`src/rtl/i2c_bm_pkg.sv`:
```
package i2c_bm_pkg;
  localparam int BYTE_W = 8;
  localparam int DIV_W  = 4;

  localparam logic [1:0] A_CTRL = 2'd0;
  localparam logic [1:0] A_STAT = 2'd1;
  localparam logic [1:0] A_DATA = 2'd2;

  localparam logic [1:0] MODE_TX = 2'b11;
  localparam logic [1:0] MODE_RX = 2'b10;

  typedef enum logic [3:0] {
    ST_IDLE, ST_START, ST_BLO, ST_BHI, ST_HOLD,
    ST_RSA, ST_RSB, ST_SPA, ST_SPB, ST_SPC
  } eng_state_t;

  // half an SCL period is (prescaler/2) * (div+1) cycles
  function automatic int unsigned half_pre(input logic big, input int unsigned lo,
                                           input int unsigned hi);
    return big ? hi / 2 : lo / 2;
  endfunction

  function automatic logic is_master(input logic [1:0] mode);
    return mode[1];
  endfunction
endpackage

```
`src/rtl/i2c_bm_tick.sv`:
```
module i2c_bm_tick
  import i2c_bm_pkg::*;
#(
  parameter int unsigned PRE_LO = 16,
  parameter int unsigned PRE_HI = 512
) (
  input  logic             clk,
  input  logic             rst_n,
  input  logic             run,
  input  logic             pre_sel,
  input  logic [DIV_W-1:0] div,
  output logic             tick
);
  localparam int CW = $clog2(PRE_HI / 2 + 1);
  localparam logic [CW-1:0] LIM_LO = CW'(half_pre(1'b0, PRE_LO, PRE_HI) - 1);
  localparam logic [CW-1:0] LIM_HI = CW'(half_pre(1'b1, PRE_LO, PRE_HI) - 1);

  logic [CW-1:0]    pcnt;
  logic [DIV_W-1:0] dcnt;
  logic             pwrap;

  assign pwrap = (pcnt == (pre_sel ? LIM_HI : LIM_LO));
  assign tick  = run && pwrap && (dcnt == div);

  always_ff @(posedge clk or negedge rst_n) begin
    if (!rst_n) begin
      pcnt <= '0;
      dcnt <= '0;
    end else if (!run) begin
      pcnt <= '0;
      dcnt <= '0;
    end else if (pwrap) begin
      pcnt <= '0;
      dcnt <= tick ? '0 : dcnt + 1'b1;
    end else begin
      pcnt <= pcnt + 1'b1;
    end
  end
endmodule

```
`src/rtl/i2c_bm_regs.sv`:
```
module i2c_bm_regs
  import i2c_bm_pkg::*;
(
  input  logic              clk,
  input  logic              rst_n,
  input  logic              we,
  input  logic [1:0]        addr,
  input  logic [BYTE_W-1:0] wdata,
  output logic [BYTE_W-1:0] rdata,
  input  logic              byte_done,
  input  logic              rx_load,
  input  logic [BYTE_W-1:0] rx_byte,
  input  logic              nack_upd,
  input  logic              nack_val,
  input  logic              busy,
  output logic              ack_en,
  output logic              pre_sel,
  output logic              pend,
  output logic [DIV_W-1:0]  div,
  output logic              tx_mode,
  output logic [BYTE_W-1:0] data_q,
  output logic              cmd_start,
  output logic              cmd_stop,
  output logic              irq
);
  logic       irq_en, out_en, nack;
  logic [1:0] mode;
  logic       wr_ctrl, wr_stat, wr_data;
  wire        unused_stat_bits = ^wdata[3:0];

  assign wr_ctrl = we && (addr == A_CTRL);
  assign wr_stat = we && (addr == A_STAT);
  assign wr_data = we && (addr == A_DATA);

  assign cmd_start = wr_stat && wdata[5] && wdata[4] && is_master(wdata[7:6]);
  assign cmd_stop  = wr_stat && !wdata[5];
  assign tx_mode   = (mode == MODE_TX);
  assign irq       = pend && irq_en;

  always_ff @(posedge clk or negedge rst_n) begin
    if (!rst_n) begin
      ack_en  <= 1'b0;
      pre_sel <= 1'b0;
      irq_en  <= 1'b0;
      div     <= '0;
      pend    <= 1'b0;
      mode    <= 2'b00;
      out_en  <= 1'b0;
      nack    <= 1'b0;
      data_q  <= '0;
    end else begin
      if (wr_ctrl) begin
        ack_en  <= wdata[7];
        pre_sel <= wdata[6];
        irq_en  <= wdata[5];
        div     <= wdata[DIV_W-1:0];
      end
      if (byte_done)                pend <= 1'b1;
      else if (wr_ctrl && !wdata[4]) pend <= 1'b0;
      if (wr_stat) begin
        mode   <= wdata[7:6];
        out_en <= wdata[4];
      end
      if (rx_load)      data_q <= rx_byte;
      else if (wr_data) data_q <= wdata;
      if (nack_upd) nack <= nack_val;
    end
  end

  always_comb begin
    case (addr)
      A_CTRL:  rdata = {ack_en, pre_sel, irq_en, pend, div};
      A_STAT:  rdata = {mode, busy, out_en, 3'b000, nack};
      A_DATA:  rdata = data_q;
      default: rdata = '0;
    endcase
  end
endmodule

```
`src/rtl/i2c_bm_engine.sv`:
```
module i2c_bm_engine
  import i2c_bm_pkg::*;
(
  input  logic              clk,
  input  logic              rst_n,
  input  logic              tick,
  input  logic              cmd_start,
  input  logic              cmd_stop,
  input  logic              pend,
  input  logic              tx_mode,
  input  logic              ack_en,
  input  logic [BYTE_W-1:0] data_q,
  input  logic              sda_in,
  output logic              run,
  output logic              busy,
  output logic              scl_oe,
  output logic              sda_oe,
  output logic              byte_done,
  output logic              rx_load,
  output logic [BYTE_W-1:0] rx_byte,
  output logic              nack_upd,
  output logic              nack_val,
  output logic              cond_phase
);
  localparam int BIT_W = $clog2(BYTE_W + 1);
  localparam logic [BIT_W-1:0] ACK_SLOT = BIT_W'(BYTE_W);

  eng_state_t        st;
  logic [BIT_W-1:0]  bidx;
  logic [BYTE_W-1:0] shreg;
  logic              first, stop_req, rs_req;
  logic              tx_now, last_hi;

  assign tx_now  = first || tx_mode;
  assign last_hi = (st == ST_BHI) && tick && (bidx == ACK_SLOT);

  assign byte_done  = last_hi;
  assign rx_load    = last_hi && !tx_now;
  assign nack_upd   = last_hi && tx_now;
  assign nack_val   = sda_in;
  assign rx_byte    = shreg;
  assign busy       = (st != ST_IDLE);
  assign run        = (st != ST_IDLE) && (st != ST_HOLD);
  assign cond_phase = (st == ST_START) || (st == ST_SPC);

  always_comb begin
    scl_oe = 1'b0;
    sda_oe = 1'b0;
    case (st)
      ST_START: sda_oe = 1'b1;
      ST_BLO, ST_BHI: begin
        scl_oe = (st == ST_BLO);
        if (bidx == ACK_SLOT) sda_oe = !tx_now && ack_en;
        else                  sda_oe = tx_now && !shreg[BYTE_W-1];
      end
      ST_HOLD, ST_RSA: scl_oe = 1'b1;
      ST_SPA: begin
        scl_oe = 1'b1;
        sda_oe = 1'b1;
      end
      ST_SPB:  sda_oe = 1'b1;
      default: ;
    endcase
  end

  always_ff @(posedge clk or negedge rst_n) begin
    if (!rst_n) begin
      st       <= ST_IDLE;
      bidx     <= '0;
      shreg    <= '0;
      first    <= 1'b0;
      stop_req <= 1'b0;
      rs_req   <= 1'b0;
    end else begin
      case (st)
        ST_IDLE: if (cmd_start) begin
          st    <= ST_START;
          first <= 1'b1;
        end
        ST_START: if (tick) begin
          st    <= ST_BLO;
          bidx  <= '0;
          shreg <= data_q;
        end
        ST_BLO: if (tick) st <= ST_BHI;
        ST_BHI: if (tick) begin
          if (bidx == ACK_SLOT) begin
            st    <= ST_HOLD;
            first <= 1'b0;
          end else begin
            st    <= ST_BLO;
            bidx  <= bidx + 1'b1;
            shreg <= {shreg[BYTE_W-2:0], sda_in};
          end
        end
        ST_HOLD: if (!pend) begin
          stop_req <= 1'b0;
          rs_req   <= 1'b0;
          if (stop_req)    st <= ST_SPA;
          else if (rs_req) st <= ST_RSA;
          else begin
            st    <= ST_BLO;
            bidx  <= '0;
            shreg <= data_q;
          end
        end
        ST_RSA: if (tick) st <= ST_RSB;
        ST_RSB: if (tick) begin
          st    <= ST_START;
          first <= 1'b1;
        end
        ST_SPA: if (tick) st <= ST_SPB;
        ST_SPB: if (tick) st <= ST_SPC;
        ST_SPC: if (tick) st <= ST_IDLE;
        default: st <= ST_IDLE;
      endcase
      if (st != ST_IDLE) begin
        if (cmd_stop)  stop_req <= 1'b1;
        if (cmd_start) rs_req   <= 1'b1;
      end
    end
  end
endmodule

```
`src/rtl/i2c_byte_master.sv`:
```
module i2c_byte_master
  import i2c_bm_pkg::*;
#(
  parameter int unsigned PRE_LO = 16,
  parameter int unsigned PRE_HI = 512
) (
  input  logic              clk,
  input  logic              rst_n,
  input  logic              reg_we,
  input  logic [1:0]        reg_addr,
  input  logic [BYTE_W-1:0] reg_wdata,
  output logic [BYTE_W-1:0] reg_rdata,
  output logic              irq,
  output logic              scl_oe,
  output logic              sda_oe,
  input  logic              sda_in
);
  logic              tick, run, busy, byte_done, rx_load, nack_upd, nack_val;
  logic              cond_phase, ack_en, pre_sel, pend, tx_mode, cmd_start, cmd_stop;
  logic [DIV_W-1:0]  div;
  logic [BYTE_W-1:0] data_q, rx_byte;

  i2c_bm_tick #(.PRE_LO(PRE_LO), .PRE_HI(PRE_HI)) u_tick (
    .clk(clk), .rst_n(rst_n), .run(run), .pre_sel(pre_sel), .div(div), .tick(tick)
  );

  i2c_bm_regs u_regs (
    .clk(clk), .rst_n(rst_n), .we(reg_we), .addr(reg_addr), .wdata(reg_wdata),
    .rdata(reg_rdata), .byte_done(byte_done), .rx_load(rx_load), .rx_byte(rx_byte),
    .nack_upd(nack_upd), .nack_val(nack_val), .busy(busy), .ack_en(ack_en),
    .pre_sel(pre_sel), .pend(pend), .div(div), .tx_mode(tx_mode), .data_q(data_q),
    .cmd_start(cmd_start), .cmd_stop(cmd_stop), .irq(irq)
  );

  i2c_bm_engine u_eng (
    .clk(clk), .rst_n(rst_n), .tick(tick), .cmd_start(cmd_start), .cmd_stop(cmd_stop),
    .pend(pend), .tx_mode(tx_mode), .ack_en(ack_en), .data_q(data_q), .sda_in(sda_in),
    .run(run), .busy(busy), .scl_oe(scl_oe), .sda_oe(sda_oe), .byte_done(byte_done),
    .rx_load(rx_load), .rx_byte(rx_byte), .nack_upd(nack_upd), .nack_val(nack_val),
    .cond_phase(cond_phase)
  );
endmodule

```
`config.mk`:
```
export PLATFORM = sky130hd
export DESIGN_NAME = i2c_byte_master
export DESIGN_NICKNAME = d
export VERILOG_FILES = /design/src/rtl/i2c_bm_pkg.sv /design/src/rtl/i2c_bm_tick.sv /design/src/rtl/i2c_bm_regs.sv /design/src/rtl/i2c_bm_engine.sv /design/src/rtl/i2c_byte_master.sv
export SDC_FILE = /design/constraint.sdc
export NUM_CORES = 1
export LEC_CHECK = 0
export BUFFER_PORTS_ARGS = -buffer_cell sky130_fd_sc_hd__buf_2
export CAP_MARGIN = 5
export CORE_MARGIN = 5
export CORE_UTILIZATION = 60
export DETAILED_ROUTE_END_ITERATION = 6
export PLACE_DENSITY = 0.8
export SLEW_MARGIN = 10
export SYNTH_ARGS = -nofsm -noshare
export SYNTH_HDL_FRONTEND = slang
export SYNTH_SLANG_ARGS = --single-unit
export TNS_END_PERCENT = 5
```
`constraint.sdc`:
```
create_clock -name clk -period 2.25 [get_ports clk]
set_input_delay 0.3375 -clock clk [delete_from_list [all_inputs] [get_ports clk]]
set_output_delay 0.3375 -clock clk [all_outputs]
set_load 0.01 [all_outputs]
```
# Word level (Yosys, flattened, before mapping)
# Cells that the tools add are included.
# W data, S select, Z words.
# word_totals
ff_bits	52
in_bits	14
output_inout_bits	11
wordCells	141
# classes
addsub	3
eq_ne	31
n_mux	54
n_reduce_logical	36
# op_table
op	n
$mux W4	19
$mux W8	9
$pmux W8 S3	2
$pmux W4 S10	1
$logic_and A1 B1 Y1	18
$mux W9	2
$eq A4 B3 Y1 const B	4
$ne A2 B1 Y1 const B	8
$mux W1	15
$ne A2 B2 Y1 const B	7
$eq A4 B4 Y1 const B	3
$pmux W4 S3	1
$reduce_and A10 Y1	1
$add A9 B1 Y9 const B	1
$eq A9 B9 Y1	1
$add A4 B1 Y4 const B	2
$eq A4 B2 Y1 const B	2
$reduce_and A7 Y1	1
$mux W3	2
$reduce_bool A3 Y1	2
$reduce_or A3 Y1	2
$reduce_and A5 Y1	1
$eq A2 B2 Y1 const B	2
$eq A4 B1 Y1 const B	1
12 further kinds	17

# Longest topological paths before layout
# depth
depth_word	8
mapped_depth	9
mapped_depth_nobuf	7

# Modules after synthesis
# Synthesis repeated with hierarchy kept, for this count alone.
# unflattened
cells_unflattened	319
hier_area_um2	3016.6
# modules_own_cells
module	n_inst	cells_each	area_per_inst_um2	seq_area_each_um2
i2c_bm_engine	1	147	1261.2	475.5
i2c_bm_regs	1	100	1033.5	500.5
i2c_bm_tick	1	72	721.9	325.3

# Worst setup path before layout
# Ideal clock, no wire load.
# synth_path
kind	register -> register
start	register u_eng.st[1]
end	register u_eng.shreg[0], in the netlist u_eng.rx_byte[0]
setup_ps	125
t_arrival_ps	1809
required_time_ps	2125
setup_slack_ps	316
path_stages_with_launch	8
path_buffers	2
period_less_slack_ps	1934
path_cell_list	dfrtp_1 buf_6 or2_4 nor4_2 o21ai_1 a211o_1 buf_6 mux2_4
# synth_between
elab_chain_len	6
elab_cells_between_ends	17
cone_classes	10 x eq/ne; 1 x mux; 6 x reduce/logical
# synth_rtl
item	line_no	rtl
start, declared	i2c_bm_engine.sv:28	eng_state_t st;
start signal, assigned	i2c_bm_engine.sv:68	st <= ST_IDLE;
start signal, assigned	i2c_bm_engine.sv:77	st <= ST_START;
start signal, assigned	i2c_bm_engine.sv:81	st <= ST_BLO;
$ne A4 B3 Y1 / $reduce_bool A4 Y1 (equally long branches)	i2c_bm_engine.sv:43	assign run = (st != ST_IDLE) && (st != ST_HOLD);
$logic_and A1 B1 Y1	i2c_bm_engine.sv:43	
$logic_and A1 B1 Y1 (2 in series)	i2c_bm_tick.sv:23	assign tick = run && pwrap && (dcnt == div);
$ne A2 B1 Y1 (no source line)	-	
$reduce_and A7 Y1 (no source line)	-	
end signal, assigned	i2c_bm_engine.sv:83	shreg <= data_q;
end signal, assigned	i2c_bm_engine.sv:93	shreg <= {shreg[BYTE_W-2:0], sda_in};
end signal, assigned	i2c_bm_engine.sv:104	shreg <= data_q;
end, declared	i2c_bm_engine.sv:30	logic [BYTE_W-1:0] shreg;
# Several ways; a longest one is shown, not always the timed one.
# A chain may end at the register's enable or synchronous reset.

# Worst setup path after layout
# layout_path
start	register u_eng.bidx[0]
end	output sda_oe
# layout_between
elab_chain_len	3
# layout_rtl
item	line_no	rtl
start, declared	i2c_bm_engine.sv:29	logic [BIT_W-1:0] bidx;
start signal, assigned	i2c_bm_engine.sv:92	bidx <= bidx + 1'b1;
$eq A4 B4 Y1	i2c_bm_engine.sv:53	if (bidx == ACK_SLOT) sda_oe = !tx_now && ack_en;
$mux W1	i2c_bm_engine.sv:53	
$pmux W1 S2	i2c_bm_engine.sv:49	case (st)
end, declared	i2c_byte_master.sv:15	output logic sda_oe,
# Every way passes these cells.

==> impl_metrics.toml <==
[cells_and_area]
nNetsFinal = 345
final_common_cell = "dfrtp_1"
area_growth_pct = 15.1
n_antenna_cell = 0
most-common-layout-cells = "dfrtp_1, mux2_2, nor2_1"
fin_area_um2 = 3440
fin_cells = 395
drive_above_1_share_pct = 33.2

[power]
power.density_nw_per_um2 = 1000
peakVddDrop_mv = 0.680
power.total_mw = 3.44
leakagePower_nw = 1.52

[yosys]
syn_avg_cell_area_um2 = 10.5
synth.distinct_cells = 50
ys_ff_latch = 52
synth_top_family_by_area = "multiplexers"
synth_cells = 285
synth_area_leaders = "dfrtp_1, mux2_2, mux2_4"
async_reset_ff_share_pct = 100
synth_fp_nets = 303
synth-edff-count = 0
netlist_area_um2 = 2990
synth_compound_area_share_pct = 9.67
synth_warnings = 0
synth_xor_area_share_pct = 4.40
synth-simple-area-share_pct = 16.9
synth_top_area_share_pct = 43.6
muxShareOfSynthArea_pct = 21.0
ys.flop_type = "dfrtp_1"
synthAdderAreaFrac_pct = 1.68
yosysTopAreaCell = "dfrtp_1"
ys_seq_area_share_pct = 43.6

[drt]
remaining_drc_errors = 0
drt_first_pass_iters = 4
avgRoutedWirePerCell_um = 16.9
drtIter0Drc = 249
vias_per_cell = 6.00
wl_met1_um = 3060
postRouteWirelength_um = 6680
ant_nets = 0
top_layer = "met4"
route.met3.wl_um = 257
routed-wl-met2_um = 3300
vias = 2369

[timing]
fin_crit_sh_pct = 98.5
setup_viol = 0
fin_crit_ns = 2.22
max_slew_margin_pct = 62.0
finalSetupTns_ns = 0
rsz0062_at_grt = "true"
max_freq_mhz = 451
worstMarginPinSlew_ns = 0.570
finalMaxSlewViolations = 0
finClkSkew_ns = 0.00929
hold_violations = 0

[grt]
grtUsageTotal_pct = 23.6
grt_pass1_wl_um = 11700
gr-total-overflow = 0
grt_max_degree = 19
antenna_found_initial = 0
grt_pass1_vias = 2398

[place]
dp_hpwl_um = 4840
place_inst = 384
gp_congestion = 0.890
io_buffer_count = 24
placed_area_um2 = 3280

[clocking]
cts.sinks = 52
cts_tree = "built"
path_clk_slew_ns = 0.09
clk_path_buf_depth = 2
clkLatencyLatePin_ns = 0.31
cts_root_buf = "clkbuf_8"
cts_buffers = 5
htreeDepth = 2

[worst_setup_path]
required_ns = 1.91
startpoint_type = "register"
critPathArrivalTime_ns = 1.88
reg2reg_slack_ns = 0.12
path_class = "register to primary output"
worstPathMaxFanout = 7
worst_setup_path_end_kind = "primary output"

[die]
die_w_um = 80.6
rows = 25
ioPinCount = 25
start_util_pct = 62.4
dieArea_um2 = 6490
die_h_um = 80.6
core_um2 = 4790

[hold_path]
hp-class = "input port to register"

[job]
maxCapViolations = 0

[outcome]
status = "finished clean"
critical path, cell delays in order, from the launching register on:
cell and delay (ns):
dfrtp_1 0.37, inv_1 0.05, ha_1 0.18, and3b_2 0.22, buf_6 0.14, o31ai_4 0.18, a31oi_1 0.10, o22ai_1 0.17
buf_2 0.16
routing by layer:
layer	vias up	track usage [%]
met1	1188	31.2
met5	-	0
met2	58	39.2
met4	0	7.77
li1	1116	-
met3	7	4.15
registers in the layout, indices dropped and copies added, names as in the netlist:
| register | count |
|---|---|
| u_tick.pcnt | 9 |
| u_eng.rx_byte | 8 |
| u_regs.data_q | 8 |
| u_eng.bidx | 4 |
| u_eng.st | 4 |
| u_regs.div | 4 |
| u_tick.dcnt | 4 |
| u_regs.mode | 2 |
| u_eng.first | 1 |
| u_eng.rs_req | 1 |
| u_eng.stop_req | 1 |
| u_regs.ack_en | 1 |
| u_regs.irq_en | 1 |
| u_regs.nack | 1 |
| u_regs.out_en | 1 |
| u_regs.pend | 1 |
| u_regs.pre_sel | 1 |
per-stage QoR:
stage                     hold slack [ns]  setup slack, ns  utilization, %
final                               0.280           0.0337            71.8
after global routing                0.273          -0.0900            71.8
after CTS                           0.269          0.00326            71.2
after detailed placement            0.291            0.137            68.4
after global placement              0.289            0.164            68.4
after floorplan                    0.0419            0.316               -
power breakdown:
group	switching, mW	internal [mW]	total (mW)
sequential	0.215	1.17	1.38
combinational	0.675	0.742	1.42
clock	0.308	0.331	0.638
total	1.20	2.24	3.44
final cells by class:
class	count	area [um2]
Multi-Input combinational cell	216	1640
Fill cell	357	1350
Sequential cell	52	1300
Timing Repair Buffer	45	284
Tap cell	67	83.8
Clock buffer	6	72.6
Clock inverter	2	35.0
Inverter	7	26.3
synthesized netlist by cell type, types with 2 or more instances:
master / instances
dfrtp_1: 52
mux2_2: 37
nor2_1: 28
nand2_1: 23
o21ai_0: 14
nand3_1: 11
a21oi_1: 9
mux2i_1: 9
xnor2_1: 9
mux2_4: 8
inv_1: 7
xor2_1: 6
clkbuf_1: 5
nand4_1: 5
ha_1: 4
nor4_1: 4
o31ai_1: 4
nand3b_1: 3
nor2b_1: 3
nor3_1: 3
or2_2: 3
a21o_1: 2
a32o_1: 2
a32oi_1: 2
and2_1: 2
and4_1: 2
buf_6: 2
o21ai_1: 2
o22ai_1: 2
o311ai_0: 2
final timing paths:
path,start,end,cells after the start
worst max-delay path,u_eng.bidx[0],sda_oe,8
worst min-delay path,reg_wdata[3],u_regs.div[3],2
worst max register to register,u_eng.stop_req,u_eng.rx_byte[2],5
worst min register to register,u_tick.pcnt[0],u_tick.pcnt[0],1
max in group asynchronous,rst_n,u_eng.st[2],3
min in group asynchronous,rst_n,u_regs.data_q[0],2
timing repair:
action	in CTS	in global routing
hold buffers	1	0
buffers inserted	1	1
endpoints found under the hold margin	16	0
pin swaps	0	2
resized for setup	1	6
setup endpoints to repair	1	18
logic make-up (layout without fill, tap and decap cells):
kind of cell	count (synthesis)	in the layout
adder cells (fa/ha/maj)	4	4
AO/OA/AOI/OAI	45	45
XOR/XNOR	15	15
flip-flops	52	52
multiplexers	54	54
buffers and inverters	17	60
AND/OR/NAND/NOR	98	98
(Power assumes the default switching activity.)
